<file path="config.mk">
export PLATFORM = sky130hd
export DESIGN_NAME = rake_chan_est
export DESIGN_NICKNAME = d
export VERILOG_FILES = /design/src/rtl/rake_est_pkg.sv /design/src/rtl/rake_finger.sv /design/src/rtl/rake_seq.sv /design/src/rtl/rake_readout.sv /design/src/rtl/rake_chan_est.sv
export SDC_FILE = /design/constraint.sdc
export NUM_CORES = 2
export LEC_CHECK = 0
export ABC_CLOCK_PERIOD_IN_PS = 4000
export BUFFER_PORTS_ARGS = -buffer_cell sky130_fd_sc_hd__buf_2
export CAP_MARGIN = 20
export CORE_ASPECT_RATIO = 1.25
export CORE_MARGIN = 10
export CORE_UTILIZATION = 35
export DETAILED_ROUTE_END_ITERATION = 7
export HOLD_SLACK_MARGIN = 0.1
export PLACE_DENSITY = 0.47
export SLEW_MARGIN = 20
export SYNTH_ARGS = -nofsm -noshare
export SYNTH_HDL_FRONTEND = slang
export SYNTH_SLANG_ARGS = --single-unit
</file>
<file path="constraint.sdc">
create_clock -name clk_i -period 4 [get_ports clk_i]
set_input_delay 0.2 -clock clk_i [delete_from_list [all_inputs] [get_ports clk_i]]
set_output_delay 0.2 -clock clk_i [all_outputs]
set_load 0.01 [all_outputs]
</file>
<file path="src/rtl/rake_est_pkg.sv">
package rake_est_pkg;
  typedef enum logic [1:0] {
    ST_IDLE  = 2'd0,
    ST_INTEG = 2'd1,
    ST_READY = 2'd2
  } est_state_e;
endpackage

</file>
<file path="src/rtl/rake_finger.sv">
module rake_finger #(
  parameter int CNT_W = 7
) (
  input  logic             clk_i,
  input  logic             rst_ni,
  input  logic             clr_i,
  input  logic             en_i,
  input  logic             down_i,
  output logic [CNT_W-1:0] cnt_o
);
  localparam logic [CNT_W-1:0] CntMax = {1'b0, {(CNT_W-1){1'b1}}};
  localparam logic [CNT_W-1:0] CntMin = {1'b1, {(CNT_W-1){1'b0}}};

  always_ff @(posedge clk_i or negedge rst_ni) begin
    if (!rst_ni) begin
      cnt_o <= '0;
    end else if (clr_i) begin
      cnt_o <= '0;
    end else if (en_i) begin
      if (down_i) begin
        if (cnt_o != CntMin) cnt_o <= cnt_o - 1'b1;
      end else begin
        if (cnt_o != CntMax) cnt_o <= cnt_o + 1'b1;
      end
    end
  end
endmodule

</file>
<file path="src/rtl/rake_seq.sv">
module rake_seq
  import rake_est_pkg::*;
#(
  parameter int PULSE_CNT_W = 11
) (
  input  logic                   clk_i,
  input  logic                   rst_ni,
  input  logic                   start_i,
  input  logic [PULSE_CNT_W-1:0] num_pulses_i,
  input  logic                   pulse_valid_i,
  output logic                   upd_o,
  output logic                   busy_o,
  output logic                   done_o
);
  est_state_e             state_q;
  logic [PULSE_CNT_W-1:0] count_q;
  logic [PULSE_CNT_W-1:0] target_q;
  logic [PULSE_CNT_W-1:0] count_nxt;

  assign busy_o    = (state_q == ST_INTEG);
  assign done_o    = (state_q == ST_READY);
  assign upd_o     = busy_o && pulse_valid_i && !start_i;
  assign count_nxt = count_q + 1'b1;

  always_ff @(posedge clk_i or negedge rst_ni) begin
    if (!rst_ni) begin
      state_q  <= ST_IDLE;
      count_q  <= '0;
      target_q <= '0;
    end else if (start_i) begin
      count_q  <= '0;
      target_q <= num_pulses_i;
      state_q  <= (num_pulses_i == '0) ? ST_READY : ST_INTEG;
    end else if (upd_o) begin
      count_q <= count_nxt;
      if (count_nxt == target_q) state_q <= ST_READY;
    end
  end
endmodule

</file>
<file path="src/rtl/rake_readout.sv">
module rake_readout #(
  parameter int NUM_FINGERS = 64,
  parameter int CNT_W       = 7,
  parameter int IDX_W       = 6
) (
  input  logic                         clk_i,
  input  logic                         rst_ni,
  input  logic                         done_i,
  input  logic [IDX_W-1:0]             rd_idx_i,
  input  logic [NUM_FINGERS*CNT_W-1:0] cnt_flat_i,
  output logic [CNT_W-1:0]             rd_data_o
);
  logic [CNT_W-1:0] sel;

  always_comb begin
    sel = '0;
    for (int k = 0; k < NUM_FINGERS; k++) begin
      if (int'(rd_idx_i) == k) sel = cnt_flat_i[k*CNT_W +: CNT_W];
    end
  end

  always_ff @(posedge clk_i or negedge rst_ni) begin
    if (!rst_ni)     rd_data_o <= '0;
    else if (done_i) rd_data_o <= sel;
    else             rd_data_o <= '0;
  end
endmodule

</file>
<file path="src/rtl/rake_chan_est.sv">
module rake_chan_est #(
  parameter int NUM_FINGERS = 64,
  parameter int CNT_W       = 7,
  parameter int PULSE_CNT_W = 11,
  localparam int IDX_W      = (NUM_FINGERS > 1) ? $clog2(NUM_FINGERS) : 1
) (
  input  logic                   clk_i,
  input  logic                   rst_ni,
  input  logic                   start_i,
  input  logic [PULSE_CNT_W-1:0] num_pulses_i,
  input  logic                   pulse_valid_i,
  input  logic [NUM_FINGERS-1:0] samples_i,
  input  logic                   polarity_i,
  output logic                   done_o,
  input  logic [IDX_W-1:0]       rd_idx_i,
  output logic [CNT_W-1:0]       rd_data_o
);
  logic                         upd;
  logic                         busy;
  logic [NUM_FINGERS*CNT_W-1:0] cnt_flat;

  rake_seq #(.PULSE_CNT_W(PULSE_CNT_W)) u_seq (
    .clk_i        (clk_i),
    .rst_ni       (rst_ni),
    .start_i      (start_i),
    .num_pulses_i (num_pulses_i),
    .pulse_valid_i(pulse_valid_i),
    .upd_o        (upd),
    .busy_o       (busy),
    .done_o       (done_o)
  );

  for (genvar g = 0; g < NUM_FINGERS; g++) begin : g_finger
    rake_finger #(.CNT_W(CNT_W)) u_finger (
      .clk_i (clk_i),
      .rst_ni(rst_ni),
      .clr_i (start_i),
      .en_i  (upd),
      .down_i(samples_i[g] ^ polarity_i),
      .cnt_o (cnt_flat[g*CNT_W +: CNT_W])
    );
  end

  rake_readout #(
    .NUM_FINGERS(NUM_FINGERS),
    .CNT_W      (CNT_W),
    .IDX_W      (IDX_W)
  ) u_readout (
    .clk_i     (clk_i),
    .rst_ni    (rst_ni),
    .done_i    (done_o),
    .rd_idx_i  (rd_idx_i),
    .cnt_flat_i(cnt_flat),
    .rd_data_o (rd_data_o)
  );
endmodule

</file>
==> Word level (Yosys, flattened, before mapping) <==
Index checks and enable logic that the tools add are counted.
{ "word_totals": {"ff_bits": 479, "in_bits": 86} }
{ "op_classes": {"eq_ne": 258, "n_mux": 391, "n_addsub": 129, "reduce_logical": 136, "bitwise_logic": 64} }
{ "ops": {"columns": ["cell", "n"], "rows": [
  ["$mux W7", 385],
  ["$add A7 B1 Y7 const B", 64],
  ["$ne A7 B6 Y1 const B", 64],
  ["$ne A7 B7 Y1 const B", 64],
  ["$sub A7 B1 Y7 const B", 64],
  ["$eq A6 B6 Y1 const B", 32],
  ["$ne A3 B3 Y1 const B", 64],
  ["$reduce_and A3 Y1", 64],
  ["$reduce_bool A3 Y1", 64],
  ["$eq A6 B5 Y1 const B", 16],
  ["$xor A1 B1 Y1", 64],
  ["$eq A6 B4 Y1 const B", 8],
  ["$eq A6 B3 Y1 const B", 4],
  ["$mux W11", 2],
  ["$eq A6 B2 Y1 const B", 2],
  ["$add A11 B1 Y11 const B", 1],
  ["$eq A11 B11 Y1", 1],
  ["$logic_not A11 Y1", 1],
  ["$mux W2", 4],
  ["$eq A6 B1 Y1 const B", 1],
  ["$logic_not A6 Y1", 1],
  ["$reduce_bool A2 Y1", 2],
  ["$eq A2 B1 Y1 const B", 1],
  ["$eq A2 B2 Y1 const B", 1],
  ["other kinds (3)", 4]
]} }

==> Logic depth before layout (Yosys ltp) <==
{ "depth": {"ltp_word": 66, "mapped_depth": 13, "depth_no_buf": 11} }

==> By module <==
From an unflattened synthesis, not the netlist that was laid out.
{ "hier_totals": {"cells_unflattened": 5031, "hier_area_um2": 44575.3} }
{ "by_module_without_submodules": {"columns": ["module", "area_per_inst_um2", "cells_per_inst", "n_inst"], "rows": [
  ["rake_finger (g_finger[0].u_finger ...)", 568.0, 61, 63],
  ["rake_readout", 6143.4, 917, 1],
  ["rake_seq", 1408.9, 138, 1],
  ["rake_chan_est", 661.9, 71, 1],
  ["rake_finger (g_finger[47].u_finger)", 574.3, 62, 1]
]} }

==> Least setup slack after synthesis <==
OpenSTA, ideal clock, no wires.
{ "synth_timing": {"path_kind": "input to register", "start": "input port polarity_i", "end": "register g_finger[18].u_finger.cnt_o[6]", "setup_time_ns": 0.132, "stages": 12, "arrival_ns": 2.675, "required_ns": 3.868, "slack_ns": 1.193, "cell_sequence": "buf_2 -> buf_2 -> xor2_1 -> ha_1 -> nor2b_1 -> o21ai_0 -> a21boi_0 -> o21a_1 -> or3_1 -> a21oi_1 -> xnor2_1 -> nor2_1"} }
{ "synth_via": {"elab_chain_len": 4} }
{ "synth_rtl": {"columns": ["item", "line", "rtl"], "rows": [
  ["start: declaration", "rake_chan_est.sv:13", "input logic polarity_i,"],
  ["$xor A1 B1 Y1 *", "rake_chan_est.sv:39", ".down_i(samples_i[g] ^ polarity_i),"],
  ["$mux W7", "rake_finger.sv:20", "if (down_i) begin"],
  ["$mux W7", "rake_finger.sv:19", "end else if (en_i) begin"],
  ["$mux W7", "rake_finger.sv:17", "end else if (clr_i) begin"],
  ["end signal: assignment", "rake_finger.sv:21", "if (cnt_o != CntMin) cnt_o <= cnt_o - 1'b1;"],
  ["end signal: assignment", "rake_finger.sv:23", "if (cnt_o != CntMax) cnt_o <= cnt_o + 1'b1;"],
  ["end: declaration", "rake_finger.sv:9", "output logic [CNT_W-1:0] cnt_o"]
]} }
Every way passes the cells marked *; elsewhere a longest branch is shown, timed or not. The select of a mux whose other input is x is not followed.
A chain may end at the register's enable or synchronous reset.

==> Worst setup path in the final report <==
{ "layout_timing": {"start": "input port rd_idx_i[3]", "end": "register u_readout.rd_data_o[5]"} }
{ "layout_via": {"elab_chain_len": 66} }
{ "layout_rtl": {"columns": ["item", "line", "rtl"], "rows": [
  ["start: declaration", "rake_chan_est.sv:15", "input logic [IDX_W-1:0] rd_idx_i,"],
  ["$logic_not A6 Y1", "rake_readout.sv:18", "if (int'(rd_idx_i) == k) sel = cnt_flat_i[k*CNT_W +: CNT_W];"],
  ["$mux W7 (63 in series)", "rake_readout.sv:18", null],
  ["$mux W7 *", "rake_readout.sv:18", null],
  ["$mux W7 *", "rake_readout.sv:24", "else if (done_i) rd_data_o <= sel;"],
  ["end signal: assignment", "rake_readout.sv:24", null],
  ["end: declaration", "rake_readout.sv:11", "output logic [CNT_W-1:0] rd_data_o"]
]} }
Every way passes the cells marked *; elsewhere a longest branch is shown, timed or not.

==> impl_metrics.env <==
export IMPL_fmax_mhz=336
export IMPL_p_leak_nw=21.1
export IMPL_drt_pass1_iter_count=8
export IMPL_relSlewSlack_pct=30.8
export IMPL_die_area_mm2=0.130
export IMPL_yosys_most_used_dff="dfrtp_1"
export IMPL_synth_cells_most_frequent="554 x nor2_1, 479 x dfrtp_1, 411 x nand2_1"
export IMPL_num_antenna_cells=0
export IMPL_rsz0062_at_grt="false"
export IMPL_clock_path_buffers=3
export IMPL_yosysTopAreaCell="dfrtp_1"
export IMPL_wirelength_mm=142
export IMPL_hpwl_mm=107
export IMPL_clk_latency_ns=0.70
export IMPL_grt_overflow=0
export IMPL_maxCapViolCount=0
export IMPL_skew_ns=0.0331
export IMPL_synth_most_common_cell="nor2_1"
export IMPL_pin_count=94
export IMPL_syn_num_nets=5210
export IMPL_setup_viol=0
export IMPL_fin_crit_ns=2.98
export IMPL_crit_chain="buf_2, nor4b_2, nand2_1, o21ai_0, a21oi_1, o21ai_0, a31oi_1, nor3_1, o21ai_1"
export IMPL_ir_worst_vdd_v=0.000327
export IMPL_post_cts_buffers=0
export IMPL_wl_per_cell_um=21.9
export IMPL_layout_setup_ws_ns=1.02
export IMPL_pre_cts_ws_ns=0.433
export IMPL_maxSlewViolCount=0
export IMPL_cp_num_buf_inv=1
export IMPL_syn_inst=4739
export IMPL_tns_ns=0
export IMPL_routabilityCongestion=0.990
export IMPL_critPathTopFamily="simple AND/OR/NAND/NOR gates"
export IMPL_start_util_pct=35.3
export IMPL_endpoint_kind="register"
export IMPL_core_mm2=0.115
export IMPL_syn_mean_instance_area_um2=8.58
export IMPL_worstPathMaxFanout=32
export IMPL_cts_root_buf="clkbuf_16"
export IMPL_area_growth_pct=12.5
export IMPL_synth_seq_cells=479
export IMPL_cts_tree="built"
export IMPL_worstPathRequired_ns=4.53
export IMPL_drt_iter0_markers=2764
export IMPL_grt_pass1_wl_mm=220
export IMPL_ctsResizeCount=0
export IMPL_grt_pass1_vias=35700
export IMPL_grt_max_degree=152
export IMPL_ctsHtreeMaxLevel=2
export IMPL_worstSetupPathType="input port to register"
export IMPL_nFillCells=11800
export IMPL_cp_slowest_cell="nor4b_2"
export IMPL_tightest_slew_ns=1.04
export IMPL_ant_nets=0
export IMPL_status="complete, no violations"
export IMPL_die_w_um=325
export IMPL_critPathMaxStageDelay_ns=0.93
export IMPL_netlist_area_mm2=0.0406
export IMPL_synth_edf_count=0
export IMPL_drive_above_1_share_pct=9.39
export IMPL_avgViaCountPerCell=5.62
export IMPL_yosys_area_top_type_share_pct=29.5
export IMPL_num_rows=139
export IMPL_antenna_found_initial=10
export IMPL_hold_viol=0
export IMPL_vias=36400
export IMPL_yosysSeqAreaShare_pct=29.5
export IMPL_drc_errors=0
export IMPL_critPathArrivalTime_ns=3.51
export IMPL_async_reset_ff_share_pct=100
export IMPL_synthTopCellsByArea="dfrtp_1 29%, ha_1 9.9%, nor2_1 5.1%, xnor2_1 4.4%, a21oi_1 4.1%"
export IMPL_period_share_pct=74.5
export IMPL_grt_total_usage_pct=21.2
export IMPL_area_sequential_mm2=0.0120
export IMPL_clk_pin_slew_ns=0.06
export IMPL_portBuffers=93
export IMPL_nNetsFinal=5351
export IMPL_ys_types=87
export IMPL_start_kind="input port"
export IMPL_path_common_cell="o21ai_0"
export IMPL_postCtsHoldBufs=15
export IMPL_p_per_area_mw_per_mm2=371
export IMPL_hp_class="input port to asynchronous set/reset pin"
export IMPL_die_y_um=401
export IMPL_clock_sinks=479
export IMPL_yosys_warnings=0
export IMPL_cts_buffers=61
export IMPL_multiInputGateArea_mm2=0.0271
## cell usage in the layout, fill, tap and decap left out, types with 22 or more instances in the layout
master and n:
nand2_1 411, clkbuf_16 61, fa_1 64, nor2b_1 138, nor2_1 553, xnor2_1 206
ha_1 321, xor2_1 143, a21o_1 134, o21ai_0 197, a22oi_1 22, o311ai_2 39
nand4_1 28, buf_4 100, o211ai_1 41, o21a_1 67, buf_2 88, a221oi_1 24
nor4b_1 66, dfrtp_1 479, nand3_1 143, o31a_1 68, a21oi_1 332, inv_1 263
o22ai_1 35, a21boi_0 66, mux2i_1 150, o221ai_1 22, nor3_1 174, nand4b_1 57
or2_2 68, or3_1 68
## cells by family (layout without fill, tap and decap cells)
| logic type | after synthesis | in the layout | synth area share [%] |
|---|---|---|---|
| simple gates | 1784 | 1784 | 21.6 |
| compound gates | 1164 | 1164 | 19.7 |
| flops | 479 | 479 | 29.5 |
| buf+inv | 404 | 594 | 3.98 |
| fa+ha+maj | 385 | 385 | 13.0 |
| xor+xnor | 349 | 349 | 7.52 |
| mux | 174 | 174 | 4.61 |
## metal layers
layer	track usage, %	vias up	wire length (um)
met2	34.0	944	64800
li1	-	17300	-
met4	7.17	10	5130
met3	3.29	271	7210
met1	28.8	17900	64800
met5	0	-	59
## worst paths after layout
check	start	end	slack (ns)	cells past startpoint
setup / recovery	rd_idx_i[3]	u_readout.rd_data_o[5]$_DFF_PN0_	1.02	9
hold / removal	rst_ni	g_finger[37].u_finger.cnt_o[2]$_DFFE_PN0P_	0.13	3
setup reg to reg	g_finger[22].u_finger.cnt_o[1]$_DFFE_PN0P_	u_readout.rd_data_o[1]$_DFF_PN0_	1.08	8
hold reg to reg	u_seq.state_q[0]$_DFFE_PN0P_	u_seq.state_q[0]$_DFFE_PN0P_	0.50	1
max in group asynchronous	rst_ni	g_finger[61].u_finger.cnt_o[1]$_DFFE_PN0P_	2.74	3
min in group clk_i	samples_i[52]	g_finger[52].u_finger.cnt_o[1]$_DFFE_PN0P_	0.16	6
## registers in the layout, indices dropped and copies added, names as in the netlist
name	cells
u_seq.target_q	11
u_seq.count_q	11
g_finger.u_finger.cnt_o	448
u_readout.rd_data_o	7
u_seq.state_q	2
## metrics by stage
| step | power (W) | area, um^2 | hold slack [ns] | instances | utilization [%] |
|---|---|---|---|---|---|
| 2_1_floorplan | 0.00953 | 40600 | -0.0956 | 4739 | - |
| 3_5_place_dp | 0.0111 | 43400 | 0.0564 | 6352 | 37.7 |
| 5_1_grt | 0.0181 | 45700 | 0.158 | 6480 | 39.7 |
| 6_report | 0.0170 | 45700 | 0.129 | 6480 | 39.7 |
| 4_1_cts | 0.0172 | 45700 | 0.119 | 6479 | 39.7 |
| 3_3_place_gp | 0.0111 | 43400 | 0.0572 | 6352 | 37.7 |
## layout make-up
| class | count | area share, % |
|---|---|---|
| multi-input combinational | 3856 | 59.2 |
| timing repair buffer | 218 | 3.59 |
| inverter | 264 | 2.17 |
| sequential | 479 | 26.2 |
| clock buffer | 92 | 3.97 |
| clock inverter | 20 | 0.613 |
| tap | 1551 | 4.24 |
## power breakdown
part | switching, W | leakage [nW] | total [W] | internal [W]
Clock | 0.00239 | 1.04 | 0.00588 | 0.00349
Combinational | 0.00268 | 13.6 | 0.00487 | 0.00218
Sequential | 0.000927 | 6.49 | 0.00622 | 0.00529
Total | 0.00600 | 21.1 | 0.0170 | 0.0110
## tightest hold or removal path, stage by stage
cell           delay (ns)
dlygate4sd3_1        0.56
buf_8                0.17
buf_12               0.34
No activity file was read; power rests on OpenSTA's default activity.
